$ cat src/rtl/refsched_pkg.sv
package refsched_pkg;

    typedef enum logic [1:0] {
        CH_OFF     = 2'd0,
        CH_COUNT   = 2'd1,
        CH_DEFER   = 2'd2,
        CH_REFRESH = 2'd3
    } chip_state_e;

    typedef struct packed {
        logic active;
        logic needed;
        logic overrun;
    } chip_status_t;

    // Interleaved global bank numbering across chips.
    function automatic int gbank(input int chip, input int bank, input int nchips);
        return chip + nchips * bank;
    endfunction

endpackage

$ cat src/rtl/refsched_timer.sv
module refsched_timer #(
    parameter int MAXV = 16
) (
    input  logic clk,
    input  logic rst,
    input  logic load,
    input  logic run,
    output logic zero
);
    localparam int CW = (MAXV < 2) ? 1 : $clog2(MAXV);

    logic [CW-1:0] cnt_q;

    always_ff @(posedge clk) begin
        if (rst) begin
            cnt_q <= '0;
        end else if (load) begin
            cnt_q <= CW'(MAXV - 1);
        end else if (run && cnt_q != '0) begin
            cnt_q <= cnt_q - 1'b1;
        end
    end

    assign zero = (cnt_q == '0);

endmodule

$ cat src/rtl/refsched_pick.sv
module refsched_pick #(
    parameter int W = 4
) (
    input  logic [W-1:0] req,
    output logic [W-1:0] grant
);
    always_comb begin
        grant = '0;
        for (int i = W - 1; i >= 0; i--) begin
            if (req[i]) grant = '0;
            if (req[i]) grant[i] = 1'b1;
        end
    end
endmodule

$ cat src/rtl/refsched_chip.sv
module refsched_chip
    import refsched_pkg::*;
#(
    parameter int BANKS  = 4,
    parameter int PERIOD = 20,
    parameter int DELAY  = 5
) (
    input  logic             clk,
    input  logic             rst,
    input  logic             start,
    input  logic [BANKS-1:0] busy,
    input  logic [BANKS-1:0] pending,
    output chip_status_t     status,
    output logic [BANKS-1:0] inval,
    output logic [BANKS-1:0] grant
);
    chip_state_e      state_q, state_d;
    logic             needed_q, needed_d;
    logic             err_q, err_d;
    logic [BANKS-1:0] inval_q, grant_q, pick;
    logic             p_load, d_load, p_zero, d_zero, p_run, finish;
    logic             busy_any, p_due, d_done, active;

    assign busy_any = |busy;
    assign active   = (state_q == CH_REFRESH);
    assign p_run    = (state_q == CH_COUNT) || (state_q == CH_DEFER);
    assign p_due    = p_run && p_zero;
    assign d_done   = active && d_zero;

    refsched_timer #(.MAXV(PERIOD)) u_period (
        .clk(clk), .rst(rst), .load(p_load), .run(p_run), .zero(p_zero)
    );

    refsched_timer #(.MAXV(DELAY)) u_delay (
        .clk(clk), .rst(rst), .load(d_load), .run(active), .zero(d_zero)
    );

    refsched_pick #(.W(BANKS)) u_pick (.req(pending), .grant(pick));

    always_comb begin
        state_d  = state_q;
        needed_d = needed_q;
        err_d    = err_q;
        p_load   = 1'b0;
        d_load   = 1'b0;
        finish   = 1'b0;
        unique case (state_q)
            CH_OFF: begin
                if (start) begin
                    state_d = CH_COUNT;
                    p_load  = 1'b1;
                end
            end
            CH_COUNT: begin
                if (p_due) begin
                    if (busy_any) begin
                        state_d  = CH_DEFER;
                        needed_d = 1'b1;
                        p_load   = 1'b1;
                    end else begin
                        state_d = CH_REFRESH;
                        d_load  = 1'b1;
                    end
                end
            end
            CH_DEFER: begin
                if (!busy_any) begin
                    state_d  = CH_REFRESH;
                    needed_d = 1'b0;
                    d_load   = 1'b1;
                end else if (p_due) begin
                    err_d  = 1'b1;
                    p_load = 1'b1;
                end
            end
            CH_REFRESH: begin
                if (d_done) begin
                    state_d = CH_COUNT;
                    p_load  = 1'b1;
                    finish  = 1'b1;
                end
            end
            default: state_d = CH_OFF;
        endcase
    end

    always_ff @(posedge clk) begin
        if (rst) begin
            state_q  <= CH_OFF;
            needed_q <= 1'b0;
            err_q    <= 1'b0;
            inval_q  <= '0;
            grant_q  <= '0;
        end else begin
            state_q  <= state_d;
            needed_q <= needed_d;
            err_q    <= err_d;
            inval_q  <= finish ? '1 : '0;
            grant_q  <= finish ? pick : '0;
        end
    end

    assign status = '{active: active, needed: needed_q, overrun: err_q};
    assign inval  = inval_q;
    assign grant  = grant_q;

    // a refresh only begins when the chip was idle.
    a_r4_start_idle: assert property (@(posedge clk) disable iff (rst)
        $rose(active) |-> $past(!busy_any));

    // an owed refresh and an active refresh never coexist.
    a_r3_needed_excl: assert property (@(posedge clk) disable iff (rst)
        !(needed_q && active));

    // invalidation follows the end of a refresh and covers every bank.
    a_r6_inval_on_end: assert property (@(posedge clk) disable iff (rst)
        $fell(active) |-> (&inval_q));

    // at most one grant, and only to a bank that was pending.
    a_r7_grant_single: assert property (@(posedge clk) disable iff (rst)
        $onehot0(grant_q));

    a_r7_grant_pending: assert property (@(posedge clk) disable iff (rst)
        (|grant_q) |-> ((grant_q & $past(pending)) == grant_q));

    // the overrun flag never clears outside reset.
    a_r9_err_sticky: assert property (@(posedge clk) disable iff (rst)
        $past(err_q) |-> err_q);

endmodule

$ cat src/rtl/dram_refresh_sched.sv
module dram_refresh_sched
    import refsched_pkg::*;
#(
    parameter int N_CHIPS        = 2,
    parameter int BANKS_PER_CHIP = 4,
    parameter int REF_PERIOD     = 20,
    parameter int REF_DELAY      = 5,
    localparam int NB            = N_CHIPS * BANKS_PER_CHIP
) (
    input  logic               clk,
    input  logic               rst,
    input  logic [N_CHIPS-1:0] first_access,
    input  logic [NB-1:0]      bank_busy,
    input  logic [NB-1:0]      bank_pending,
    output logic [N_CHIPS-1:0] refresh_active,
    output logic [N_CHIPS-1:0] refresh_needed,
    output logic [NB-1:0]      row_invalidate,
    output logic [NB-1:0]      bank_grant,
    output logic               overrun_err
);
    logic [N_CHIPS-1:0] err_v;

    for (genvar c = 0; c < N_CHIPS; c++) begin : g_chip
        logic [BANKS_PER_CHIP-1:0] busy_c, pend_c, inval_c, grant_c;
        chip_status_t              st_c;

        for (genvar b = 0; b < BANKS_PER_CHIP; b++) begin : g_bank
            localparam int GI = gbank(c, b, N_CHIPS);
            assign busy_c[b]          = bank_busy[GI];
            assign pend_c[b]          = bank_pending[GI];
            assign row_invalidate[GI] = inval_c[b];
            assign bank_grant[GI]     = grant_c[b];
        end

        refsched_chip #(
            .BANKS (BANKS_PER_CHIP),
            .PERIOD(REF_PERIOD),
            .DELAY (REF_DELAY)
        ) u_chip (
            .clk    (clk),
            .rst    (rst),
            .start  (first_access[c]),
            .busy   (busy_c),
            .pending(pend_c),
            .status (st_c),
            .inval  (inval_c),
            .grant  (grant_c)
        );

        assign refresh_active[c] = st_c.active;
        assign refresh_needed[c] = st_c.needed;
        assign err_v[c]          = st_c.overrun;
    end

    assign overrun_err = |err_v;

endmodule

$ cat config.mk
export PLATFORM = sky130hd
export DESIGN_NAME = dram_refresh_sched
export DESIGN_NICKNAME = d
export VERILOG_FILES = /design/src/rtl/refsched_pkg.sv /design/src/rtl/refsched_timer.sv /design/src/rtl/refsched_pick.sv /design/src/rtl/refsched_chip.sv /design/src/rtl/dram_refresh_sched.sv
export SDC_FILE = /design/constraint.sdc
export NUM_CORES = 1
export LEC_CHECK = 0
export BUFFER_PORTS_ARGS = -buffer_cell sky130_fd_sc_hd__buf_2
export CORE_ASPECT_RATIO = 0.6
export CORE_MARGIN = 5
export CORE_UTILIZATION = 55
export CTS_CLUSTER_SIZE = 28
export DETAILED_ROUTE_END_ITERATION = 8
export GPL_TIMING_DRIVEN = 1
export PLACE_DENSITY = 0.82
export SLEW_MARGIN = 20
export SYNTH_ARGS = -nofsm -noshare
export SYNTH_HDL_FRONTEND = slang
export SYNTH_SLANG_ARGS = --single-unit
$ cat constraint.sdc
create_clock -name clk -period 2.65 [get_ports clk]
set_input_delay 0 -clock clk [delete_from_list [all_inputs] [get_ports clk]]
set_output_delay 0 -clock clk [all_outputs]
set_load 0.01 [all_outputs]
**Word-level counts from Yosys, hierarchy flattened**

Cells that the tools add are included.

- Add/sub/neg operators: 4
- Equal/unequal tests: 16
- Mux-type cells: 62
- Bitwise gates (word level): 2
- Reduce and logical (&&, ||, !) cells: 47

Operators with widths:

| cell | number |
|---|---|
| $mux 1 | 34 |
| $mux 2 | 10 |
| $mux 5 | 4 |
| $pmux 2 s4 | 2 |
| $reduce_and 4->1 | 4 |
| $reduce_or 4->1 | 4 |
| $reduce_or 2->1 | 7 |
| $mux 3 | 4 |
| $ne 2x1->1 const B | 6 |
| $reduce_bool 2->1 | 6 |
| $logic_not 5->1 | 2 |
| $reduce_bool 5->1 | 2 |
| $reduce_or 5->1 | 2 |
| $sub 5x1->5 const B | 2 |
| $eq 2x2->1 const B | 4 |
| $logic_and 1x1->1 | 8 |
| $mux 4 | 2 |
| $ne 2x2->1 const B | 4 |
| $pmux 1 s2 | 4 |
| $pmux 1 s4 | 2 |
| $logic_not 3->1 | 2 |
| $reduce_and 3->1 | 2 |
| $reduce_bool 3->1 | 2 |
| $reduce_or 3->1 | 2 |
| other kinds (5) | 10 |

- Flip-flop bits (word level): 40
- Input bits: 20
- Word-level logic and storage cells: 155

**Longest topological paths before layout**

Gate-level depths: netlist (run 1).

- Depth after elaboration: 7
- Gate-level depth with buffers: 7
- Depth with buffers taken out: 7

**Hierarchy**

A second synthesis (run 1) with hierarchy kept.

- Cell total of the unflattened synthesis: 215
- Area total of the unflattened synthesis: 1993.2 µm²

Modules (own cells, without submodules):

| module | instances | cells each | area an instance (µm²) |
|---|---|---|---|
| refsched_chip | 2 | 53 | 483.0 |
| refsched_timer (g_chip[0].u_chip.u_period ...) | 2 | 31 | 287.8 |
| refsched_timer (g_chip[0].u_chip.u_delay ...) | 2 | 19 | 183.9 |
| refsched_pick | 2 | 4 | 38.8 |
| dram_refresh_sched | 1 | 1 | 6.3 |

**Least setup slack after synthesis (run 1)**

OpenSTA, ideal clock, no wires.

- Kind: register to register
- Start: register g_chip[1].u_chip.state_q[1]
- End: register g_chip[1].u_chip.needed_q
- Setup time: 0.070 ns
- Arrival time: 1.656 ns
- Data required time: 2.580 ns
- Slack: 0.923 ns
- Cell stages (with the launch flop): 7
- Path buffers: 0
- Path through: dfxtp_1 > inv_1 > ha_1 > nand4bb_1 > or3_1 > a211o_1 > a21oi_1

- Longest elaborated chain between the ends: 5
- Elaborated cells between the ends (all ways): 10
- Those cells by class: eq/ne (5); mux (1); reduce/logical (4)

Ends and longest elaborated chain:

| item | RTL line | source |
|---|---|---|
| start: declaration | refsched_chip.sv:17 | `chip_state_e state_q, state_d;` |
| start signal: assignment | refsched_chip.sv:95 | `state_q <= state_d;` |
| $eq 2x1->1 or $eq 2x2->1 (tied branches) | refsched_chip.sv:26, refsched_chip.sv:47 |  |
| $logic_or 1x1->1 | refsched_chip.sv:26 | `assign p_run = (state_q == CH_COUNT) \|\| (state_q == CH_DEFER);` |
| $logic_and 1x1->1 | refsched_chip.sv:27 | `assign p_due = p_run && p_zero;` |
| $ne 2x1->1 (no source line) | - |  |
| $reduce_and 4->1 (no source line) | - |  |
| end signal: assignment | refsched_chip.sv:96 | `needed_q <= needed_d;` |
| end: declaration | refsched_chip.sv:18 | `logic needed_q, needed_d;` |

Several ways; a longest one is shown, not always the timed one.
A chain may end at the register's enable or synchronous reset.

**Worst setup path after layout (run 1)**

- Start: register g_chip[0].u_chip.u_period.cnt_q[0]
- End: register g_chip[0].u_chip.state_q[0]

- Longest elaborated chain between the ends: 4

Ends and longest elaborated chain:

| item | RTL line | source |
|---|---|---|
| start: declaration | refsched_timer.sv:12 | `logic [CW-1:0] cnt_q;` |
| start signal: assignment | refsched_timer.sv:18 | `cnt_q <= CW'(MAXV - 1);` |
| start signal: assignment | refsched_timer.sv:20 | `cnt_q <= cnt_q - 1'b1;` |
| $logic_not 5->1 | refsched_timer.sv:24 | `assign zero = (cnt_q == '0);` |
| $logic_and 1x1->1 | refsched_chip.sv:27 |  |
| $ne 2x1->1 (no source line) | - |  |
| $reduce_and 4->1 (no source line) | - |  |
| end signal: assignment | refsched_chip.sv:95 |  |
| end: declaration | refsched_chip.sv:17 |  |

Every way passes these cells.

==> results of run 1 <==
==> per-stage QoR <==
step	power [mW]	hold WS [ns]	setup WS [ns]	cell area, µm²
detailed placement	1.57	0.195	0.741	1890
global placement	1.56	0.195	0.841	1890
finish	1.97	0.0421	0.692	2060
CTS	1.97	0.0296	0.714	2060
global route	2.13	0.0454	0.572	2060
floorplan	1.41	0.0761	0.923	1720
==> layer usage <==
layer | share of wire (%) | vias up | track usage (%)
met2 | 44 | 32 | 27.9
met5 | 0 | - | 0
met3 | 5.5 | 5 | 5.44
met1 | 49 | 641 | 22.2
met4 | 1.1 | 0 | 7.46
li1 | - | 754 | -
==> power by group through the flow <==
stage / Combinational [mW] / Clock (mW) / Sequential (mW)
global route: 0.982 / 0.429 / 0.715
CTS: 0.872 / 0.400 / 0.701
finish: 0.879 / 0.389 / 0.701
floorplan: 0.716 / 0 / 0.691
detailed placement: 0.855 / 0 / 0.710
global placement: 0.849 / 0 / 0.708
==> layout by cell type (no fill, tap or decap), types with 3 or more instances in the layout <==
cell type,synthesis,routed
buf_2,0,40
nand3_1,6,6
inv_1,20,20
a31oi_1,5,5
dfxtp_1,34,34
nor2_1,9,9
dlygate4sd3_1,0,8
ha_1,14,14
xnor2_1,5,5
nor3_1,10,10
and2_1,5,5
a211o_1,4,4
nand2_1,10,10
clkbuf_8,0,6
nor2b_1,4,4
a21oi_1,16,16
o21a_1,3,3
==> what timing repair did <==
item                                   in CTS  in global routing
endpoints found under the hold margin       8                  0
setup endpoints to repair                   0                  0
hold buffers                                8                  0
==> cell families (layout without fill, tap and decap cells) <==
group | Yosys count | in the layout | synth area share, %
flops | 34 | 34 | 39.5
buf+inv | 33 | 76 | 9.37
mux | 3 | 3 | 1.89
fa+ha+maj | 14 | 14 | 10.2
compound gates | 42 | 42 | 16.1
simple gates | 60 | 60 | 19.3
xor+xnor | 7 | 7 | 3.56
==> state kept, by name (all words and copies together), names as in the netlist <==
register,count
g_chip.u_chip.grant,8
g_chip.u_chip.u_period.cnt_q,10
g_chip.u_chip.state_q,4
g_chip.u_chip.inval,2
g_chip.u_chip.u_delay.cnt_q,6
g_chip.u_chip.err_q,2
g_chip.u_chip.needed_q,2
==> layout make-up <==
cell class	count	area [µm²]
Fill cell	232	868
Timing Repair Buffer	48	280
Clock buffer	7	86.3
Clock inverter	1	5.00
Multi-Input combinational cell	126	880
Tap cell	42	52.6
Sequential cell	34	681
Inverter	20	75.1
==> final timing paths <==
path                                 startpoint                          end  slack, ns  cells after the start
max          g_chip[0].u_chip.u_period.cnt_q[0]  g_chip[0].u_chip.state_q[0]       0.69                      6
min                             bank_pending[3]    g_chip[1].u_chip.grant[2]       0.04                      3
max reg2reg  g_chip[0].u_chip.u_period.cnt_q[0]  g_chip[0].u_chip.state_q[0]       0.69                      6
min reg2reg              g_chip[1].u_chip.err_q       g_chip[1].u_chip.err_q       0.47                      2
==> worst register-to-register path, cell delays in order, from the launching register on <==
cell and delay (ns):
dfxtp_1 0.31, inv_1 0.08, ha_1 0.20, nor4b_1 0.57
nand2_1 0.14, a21oi_2 0.21, mux2_1 0.34
==> results_dict.tcl, run 1 <==
set metrics [dict create \
    antenna_left 0 \
    yosysTopAreaCell "dfxtp_1" \
    avgSynthCellArea_um2 8.92 \
    p_sw_share_pct 38.5 \
    place_congestion 0.860 \
    seq_power_share_pct 35.6 \
    synth_most_common_cell "dfxtp_1" \
    slowest_delay_ns 0.57 \
    die_h_um 53.3 \
    fin_crit_ns 1.96 \
    ys_warn_count 0 \
    wl_um 3560 \
    utilization_pct 70.3 \
    track_usage_pct 17.7 \
    diodes 0 \
    antenna_found_initial 0 \
    criticalPathCategory "reg2reg" \
    outcome "finished clean" \
    first_pass_iters 4 \
    fin_setup_tns_ns 0 \
    cts_made_buffers 5 \
    worstSetupEndpointType "flop" \
    crit_required_ns 2.82 \
    port_buffers 40 \
    placedCellCount 262 \
    grt_max_degree 23 \
    synthesis.nets 227 \
    slew_headroom_pct 55.1 \
    drtIter0Drc 40 \
    rsz0062_at_grt "no" \
    ys_seq_elements 34 \
    tightest_slew_ns 0.664 \
    cts_setup_buffers 0 \
    layout.cells.non_filler 278 \
    p_comb_share_pct 44.6 \
    switchingPower_mw 0.759 \
    cts_resized 0 \
    period_share_pct 73.9 \
    ys.flop_type "dfxtp_1" \
    yosys.area.top_type_share_pct 39.5 \
    hpwl_um 2590 \
    critPathBufInv 1 \
    synth_commonest_cells "34 x dfxtp_1, 20 x inv_1, 16 x a21oi_1" \
    cts_tree "yes" \
    async_flop_share_pct 0 \
    hold_viol_final 0 \
    powerDensity_nw_per_um2 956 \
    critPathSlowestCell "nor4b_1" \
    num_rows 15 \
    setup_viol 0 \
    maxCapViolCount 0 \
    hold_path_class "in2reg" \
    layout-drive-gt1-share_pct 21.6 \
    clk-insertion-delay-late_ns 0.28 \
    fmax_mhz 511 \
    synth_edf_count 0 \
    ys_seq_area_share_pct 39.5 \
    cts_root_buf "clkbuf_8" \
    die_w_um 82.2 \
    crit_family "simple AND/OR/NAND/NOR gates" \
    wl_per_cell_um 12.8 \
    clkPwrFrac_pct 19.8 \
    nNetsFinal 269 \
    cts.sinks 34 \
    vdd_drop_max_mv 0.491 \
    gr-total-overflow 0 \
    io-pin-count 41 \
    cts_htree_levels 2 \
    syn_inst 193 \
    internal-power_mw 1.21 \
    report.final.slew_viol_count 0 \
    synth_area_leaders "dfxtp_1 40%, ha_1 10%, a21oi_1 4.7%, buf_4 4.4%, inv_1 4.4%" \
    grt_pass1_vias 1327 \
    via_per_inst 5.15 \
    arrival_ns 2.13 \
    design.core.area_um2 2930 \
    area_growth_pct 19.6 \
    grt_pass1_wl_um 5780 \
    cts_buffer_depth 2 \
    clk_pin_slew_ns 0.06 \
    fin_skew_ns 0.00191 \
    start_kind "flop" \
    die_area_um2 4390 \
    cp_max_fo 4 \
    vias 1432 \
    p_leak_nw 0.931 \
    syn-cell-area_um2 1720 \
    drcViolationCount 0 \
    crit_chain "inv_1, ha_1, nor4b_1, nand2_1, a21oi_2, mux2_1" \
    synth_cell_type_count 41 \
    start_util_pct 58.8 \
]
No activity file was read; power rests on OpenSTA's default activity.
==> inputs of run 2 (changes only) <==
--- a/config.mk
+++ b/config.mk
@@ -8,11 +8,11 @@
 export BUFFER_PORTS_ARGS = -buffer_cell sky130_fd_sc_hd__buf_2
 export CORE_ASPECT_RATIO = 0.6
 export CORE_MARGIN = 5
-export CORE_UTILIZATION = 55
+export CORE_UTILIZATION = 47
 export CTS_CLUSTER_SIZE = 28
 export DETAILED_ROUTE_END_ITERATION = 8
 export GPL_TIMING_DRIVEN = 1
-export PLACE_DENSITY = 0.82
+export PLACE_DENSITY = 0.74
 export SLEW_MARGIN = 20
 export SYNTH_ARGS = -nofsm -noshare
 export SYNTH_HDL_FRONTEND = slang
==> constraint.sdc (replaced) <==
create_clock -name clk -period 1.6 [get_ports clk]
set_input_delay 0 -clock clk [delete_from_list [all_inputs] [get_ports clk]]
set_output_delay 0 -clock clk [all_outputs]
set_load 0.01 [all_outputs]
==> results_dict.tcl, run 2 (synthesized netlist as in run 1, its figures left out) <==
set metrics [dict create \
    drtIter0Drc 64 \
    place_congestion 0.821 \
    area_growth_pct 40.1 \
    num_rows 17 \
    grt_pass1_vias 1529 \
    layout_commonest_cell "buf_2" \
    layout.cells.non_filler 308 \
    clk_pin_slew_ns 0.08 \
    cts.sinks 34 \
    p_leak_nw 1.08 \
    cts_tree "yes" \
    cts_htree_levels 2 \
    report.final.slew_viol_count 0 \
    arrival_ns 1.85 \
    vdd_drop_max_mv 1.27 \
    holdWs_ns 0.111 \
    fin_skew_ns 0.00801 \
    cts_buffer_depth 2 \
    outcome "complete, but fails checks" \
    crit_family "simple AND/OR/NAND/NOR gates" \
    die_w_um 88.1 \
    track_usage_pct 17.0 \
    critPathBufInv 1 \
    antenna_found_initial 0 \
    wl_um 3950 \
    period_share_pct 101 \
    powerDensity_nw_per_um2 1690 \
    placed_area_um2 2090 \
    hold_viol_final 0 \
    placedCellCount 290 \
    design.core.area_um2 3590 \
    clk-insertion-delay-late_ns 0.29 \
    grt_pass1_wl_um 6650 \
    cts_made_buffers 5 \
    critPathSlowestCell "or3_4" \
    vias 1571 \
    design_area_um2 2410 \
    via_per_inst 5.10 \
    pre_cts_ws_ns -0.0393 \
    gr-total-overflow 0 \
    antenna_left 0 \
    start_kind "flop" \
    hold_path_class "in2reg" \
    crit_chain "inv_2, ha_4, nand4bb_1, or3_4, a211o_1, a21oi_2" \
    top_register "g_chip.u_chip.u_period.cnt_q" \
    final_cell_mix "40 x buf_2, 29 x dfxtp_1, 25 x buf_4, 15 x inv_1, 13 x a21oi_1" \
    cp_max_fo 3 \
    slowest_delay_ns 0.39 \
    crit_required_ns 1.84 \
    io-pin-count 41 \
    fmax_mhz 619 \
    slew_headroom_pct 76.8 \
    grt_max_degree 22 \
    first_pass_iters 4 \
    violations "negative setup slack" \
    tightest_slew_ns 0.345 \
    port_buffers 40 \
    largest_reg_flops 10 \
    die_h_um 56.9 \
    criticalPathCategory "reg2reg" \
    maxCapViolCount 0 \
    rsz0062_at_grt "yes" \
    nNetsFinal 294 \
    cts_root_buf "clkbuf_8" \
    wl_per_cell_um 12.8 \
    fin_crit_ns 1.62 \
    fin_total_pwr_mw 4.07 \
    diodes 0 \
    start_util_pct 47.9 \
    die_area_um2 5010 \
    fill_cells 264 \
    setup_viol 1 \
    hpwl_um 2860 \
    layout-drive-gt1-share_pct 41.0 \
    worstSetupEndpointType "flop" \
    drcViolationCount 0 \
    finalWorstSetupSlack_ns -0.0165 \
]
[run 2: timing repair]
action / CTS / global route
setup endpoints to repair: 11 / 21
setup buffers: 0 / 2
pin swaps: 3 / 6
hold endpoints to repair: 8 / 0
resized for setup: 8 / 23
hold buffers: 8 / 0
[run 2: report_power, final]
group,switching [mW],leakage [nW],internal [mW]
Sequential,0.145,0.279,1.03
Clock,0.333,0.0579,0.458
Combinational,1.01,0.738,1.09
Total,1.49,1.08,2.58
[run 2: final cells by class]
class	instances	area (µm²)	share of cell area [%]
clock inverters	3	40.0	1.66
flip-flops and latches	34	689	28.6
multi-input cells	126	1010	42.0
well taps	47	58.8	2.44
inverters	20	75.1	3.11
repair buffers	73	468	19.4
clock buffers	5	68.8	2.85
[run 2: layer usage]
| layer | part of all wire (%) | global-route usage [%] |
|---|---|---|
| met1 | 46 | 21.7 |
| met2 | 46 | 27.4 |
| met3 | 7.4 | 4.84 |
| met4 | 0.63 | 5.82 |
| met5 | 0 | 0 |
[run 2: final timing paths]
path	cells after the start	slack, ns	endpoint	from
worst min-delay path	3	0.11	g_chip[0].u_chip.u_delay.cnt_q[2]	rst
worst max-delay path	6	-0.02	g_chip[1].u_chip.needed_q	g_chip[1].u_chip.state_q[0]
worst min register to register	2	0.47	g_chip[0].u_chip.needed_q	g_chip[0].u_chip.needed_q
worst max register to register	6	-0.02	g_chip[1].u_chip.needed_q	g_chip[1].u_chip.state_q[0]
[run 2: worst min-delay path, stage by stage]
cell and delay [ns]:
buf_2 0.09, inv_1 0.13, o21a_1 0.14
[run 2: per-stage QoR]
| stage | TNS, ns | util [%] |
|---|---|---|
| after detailed placement | -0.102 | 58.2 |
| after global placement | -0.0124 | 58.2 |
| after floorplan | -0.0475 | - |
| after global routing | -0.436 | 67.1 |
| final | -0.0165 | 67.1 |
| after CTS | -0.0151 | 64.2 |
==> inputs of run 3 (changes only) <==
--- a/config.mk
+++ b/config.mk
@@ -8,11 +8,11 @@
 export BUFFER_PORTS_ARGS = -buffer_cell sky130_fd_sc_hd__buf_2
 export CORE_ASPECT_RATIO = 0.6
 export CORE_MARGIN = 5
-export CORE_UTILIZATION = 47
+export CORE_UTILIZATION = 53
 export CTS_CLUSTER_SIZE = 28
 export DETAILED_ROUTE_END_ITERATION = 8
 export GPL_TIMING_DRIVEN = 1
-export PLACE_DENSITY = 0.74
+export PLACE_DENSITY = 0.79
 export SLEW_MARGIN = 20
 export SYNTH_ARGS = -nofsm -noshare
 export SYNTH_HDL_FRONTEND = slang
==> constraint.sdc (replaced) <==
create_clock -name clk -period 1.7 [get_ports clk]
set_input_delay 0 -clock clk [delete_from_list [all_inputs] [get_ports clk]]
set_output_delay 0 -clock clk [all_outputs]
set_load 0.01 [all_outputs]
==> results_dict.tcl, run 3 (synthesized netlist as in run 1, its figures left out) <==
set metrics [dict create \
    cts_tree "yes" \
    period_share_pct 98.6 \
    setup_viol 0 \
    cp_max_fo 4 \
    clk-insertion-delay-late_ns 0.29 \
    worstSetupEndpointType "flop" \
    gr-total-overflow 0 \
    maxCapViolCount 0 \
    cts_root_buf "clkbuf_8" \
    io-pin-count 41 \
    placedCellCount 274 \
    cts_buffer_depth 2 \
    place_congestion 0.897 \
    grt_max_degree 23 \
    design.core.area_um2 3180 \
    grt_pass1_wl_um 6510 \
    nNetsFinal 282 \
    crit_required_ns 1.87 \
    tightest_slew_ns 0.589 \
    layout.cells.non_filler 294 \
    antenna_left 0 \
    fill_cells 233 \
    clk_pin_slew_ns 0.07 \
    rrSetupSlack_ns 0.02 \
    antenna_found_initial 0 \
    start_kind "flop" \
    area_growth_pct 30.5 \
    top_register "g_chip.u_chip.u_period.cnt_q" \
    die_w_um 83.6 \
    report.final.slew_viol_count 0 \
    cts_made_buffers 5 \
    r2r_cells 6 \
    cts_htree_levels 2 \
    design_area_um2 2250 \
    start_util_pct 54.1 \
    drcViolationCount 0 \
    cts.sinks 34 \
    arrival_ns 1.84 \
    diodes 0 \
    fmax_mhz 597 \
    via_per_inst 5.29 \
    grt_pass1_vias 1475 \
    wl_um 4080 \
    hold_viol_final 0 \
    largest_reg_flops 10 \
    final_cell_mix "40 x buf_2, 30 x dfxtp_1, 18 x inv_1, 15 x a21oi_1, 13 x buf_4" \
    rsz0062_at_grt "yes" \
    layout-drive-gt1-share_pct 32.9 \
    vias 1556 \
    wl_per_cell_um 13.9 \
    num_rows 16 \
    layout_commonest_cell "buf_2" \
    criticalPathCategory "reg2reg" \
    die_h_um 54.1 \
    track_usage_pct 18.8 \
    powerDensity_nw_per_um2 1600 \
    startpoint "g_chip[1].u_chip.state_q[0]" \
    placed_area_um2 1980 \
    fin_skew_ns 0.00111 \
    whs_path_depth 3 \
    hpwl_um 2710 \
    p_leak_nw 1.01 \
    regToRegEndpoint "g_chip[1].u_chip.state_q[0]" \
    first_pass_iters 4 \
    drtIter0Drc 69 \
    slew_headroom_pct 60.4 \
    port_buffers 40 \
    die_area_um2 4530 \
    hold_path_class "in2reg" \
    crit_end "g_chip[1].u_chip.state_q[0]" \
    r2r-start "g_chip[1].u_chip.state_q[0]" \
    vdd_drop_max_mv 1.05 \
    fin_crit_ns 1.68 \
    outcome "finished clean" \
]
[run 3: changes by cell type in the layout (fill, tap and decap cells not counted), moves of 3 or more]
cell | before | now
inv_1 | 15 | 18
buf_4 | 25 | 13
ha_1 | 6 | 9
inv_2 | 5 | 2
ha_4 | 4 | 1
[run 3: final cells by class]
| class | instances | area [µm²] | area share (%) |
|---|---|---|---|
| clock buffer | 7 | 76.3 | 3.40 |
| clock inverter | 1 | 30.0 | 1.34 |
| inverter | 20 | 75.1 | 3.34 |
| multi-input combinational | 126 | 945 | 42.1 |
| sequential | 34 | 686 | 30.5 |
| tap | 45 | 56.3 | 2.51 |
| timing repair buffer | 61 | 378 | 16.8 |
[run 3: per-layer routing]
metal / global-route usage, % / routed length, µm / vias up
met5: 0 / 0 / -
met4: 13.6 / 42 / 0
met3: 5.05 / 255 / 4
met2: 29.9 / 1950 / 51
met1: 22.7 / 1840 / 727
li1: - / - / 774
[run 3: critical path, cell delays in order, from the launching register on]
cell and delay (ns):
dfxtp_2 0.34, inv_2 0.06, ha_4 0.26, nand4bb_1 0.13
buf_4 0.18, o21a_1 0.20, o311a_1 0.39
[run 3: report_power, final]
part | switching (mW) | internal (mW) | total (mW)
clock network | 0.300 | 0.439 | 0.739
registers | 0.133 | 0.970 | 1.10
logic | 0.887 | 0.868 | 1.76
total | 1.32 | 2.28 | 3.60
[run 3: timing repair]
item / CTS / global route
buffers inserted: 2 / 2
pin swaps: 0 / 3
hold buffers: 8 / 0
endpoints found under the hold margin: 8 / 0
endpoints found under the setup margin: 3 / 7
cloned: 0 / 0
gates resized for setup: 4 / 10
[run 3: worst min path at each step]
stage,start,slack [ns],to
6_report,bank_pending[3],0.05,g_chip[1].u_chip.grant[2]
5_1_grt,bank_pending[3],0.04,g_chip[1].u_chip.grant[2]
4_1_cts,bank_pending[3],0.04,g_chip[1].u_chip.grant[2]
3_5_place_dp,bank_pending[1],0.20,g_chip[1].u_chip.grant[1]
3_3_place_gp,bank_pending[0],0.20,g_chip[0].u_chip.grant[1]
2_1_floorplan,bank_pending[0],0.08,g_chip[0].u_chip.grant[1]
[run 3: stage by stage]
step | worst slack, ns | hold slack (ns) | total power, mW | util [%] | TNS [ns]
floorplan | -0.0000597 | 0.0761 | 2.24 | - | -0.0000597
global placement | 0.0311 | 0.202 | 2.65 | 62.2 | 0
detailed placement | -0.0443 | 0.197 | 2.67 | 62.2 | -0.0629
CTS | 0.0112 | 0.0389 | 3.49 | 69.1 | 0
global route | -0.0247 | 0.0413 | 3.85 | 70.6 | -0.0247
finish | 0.0239 | 0.0539 | 3.60 | 70.6 | 0
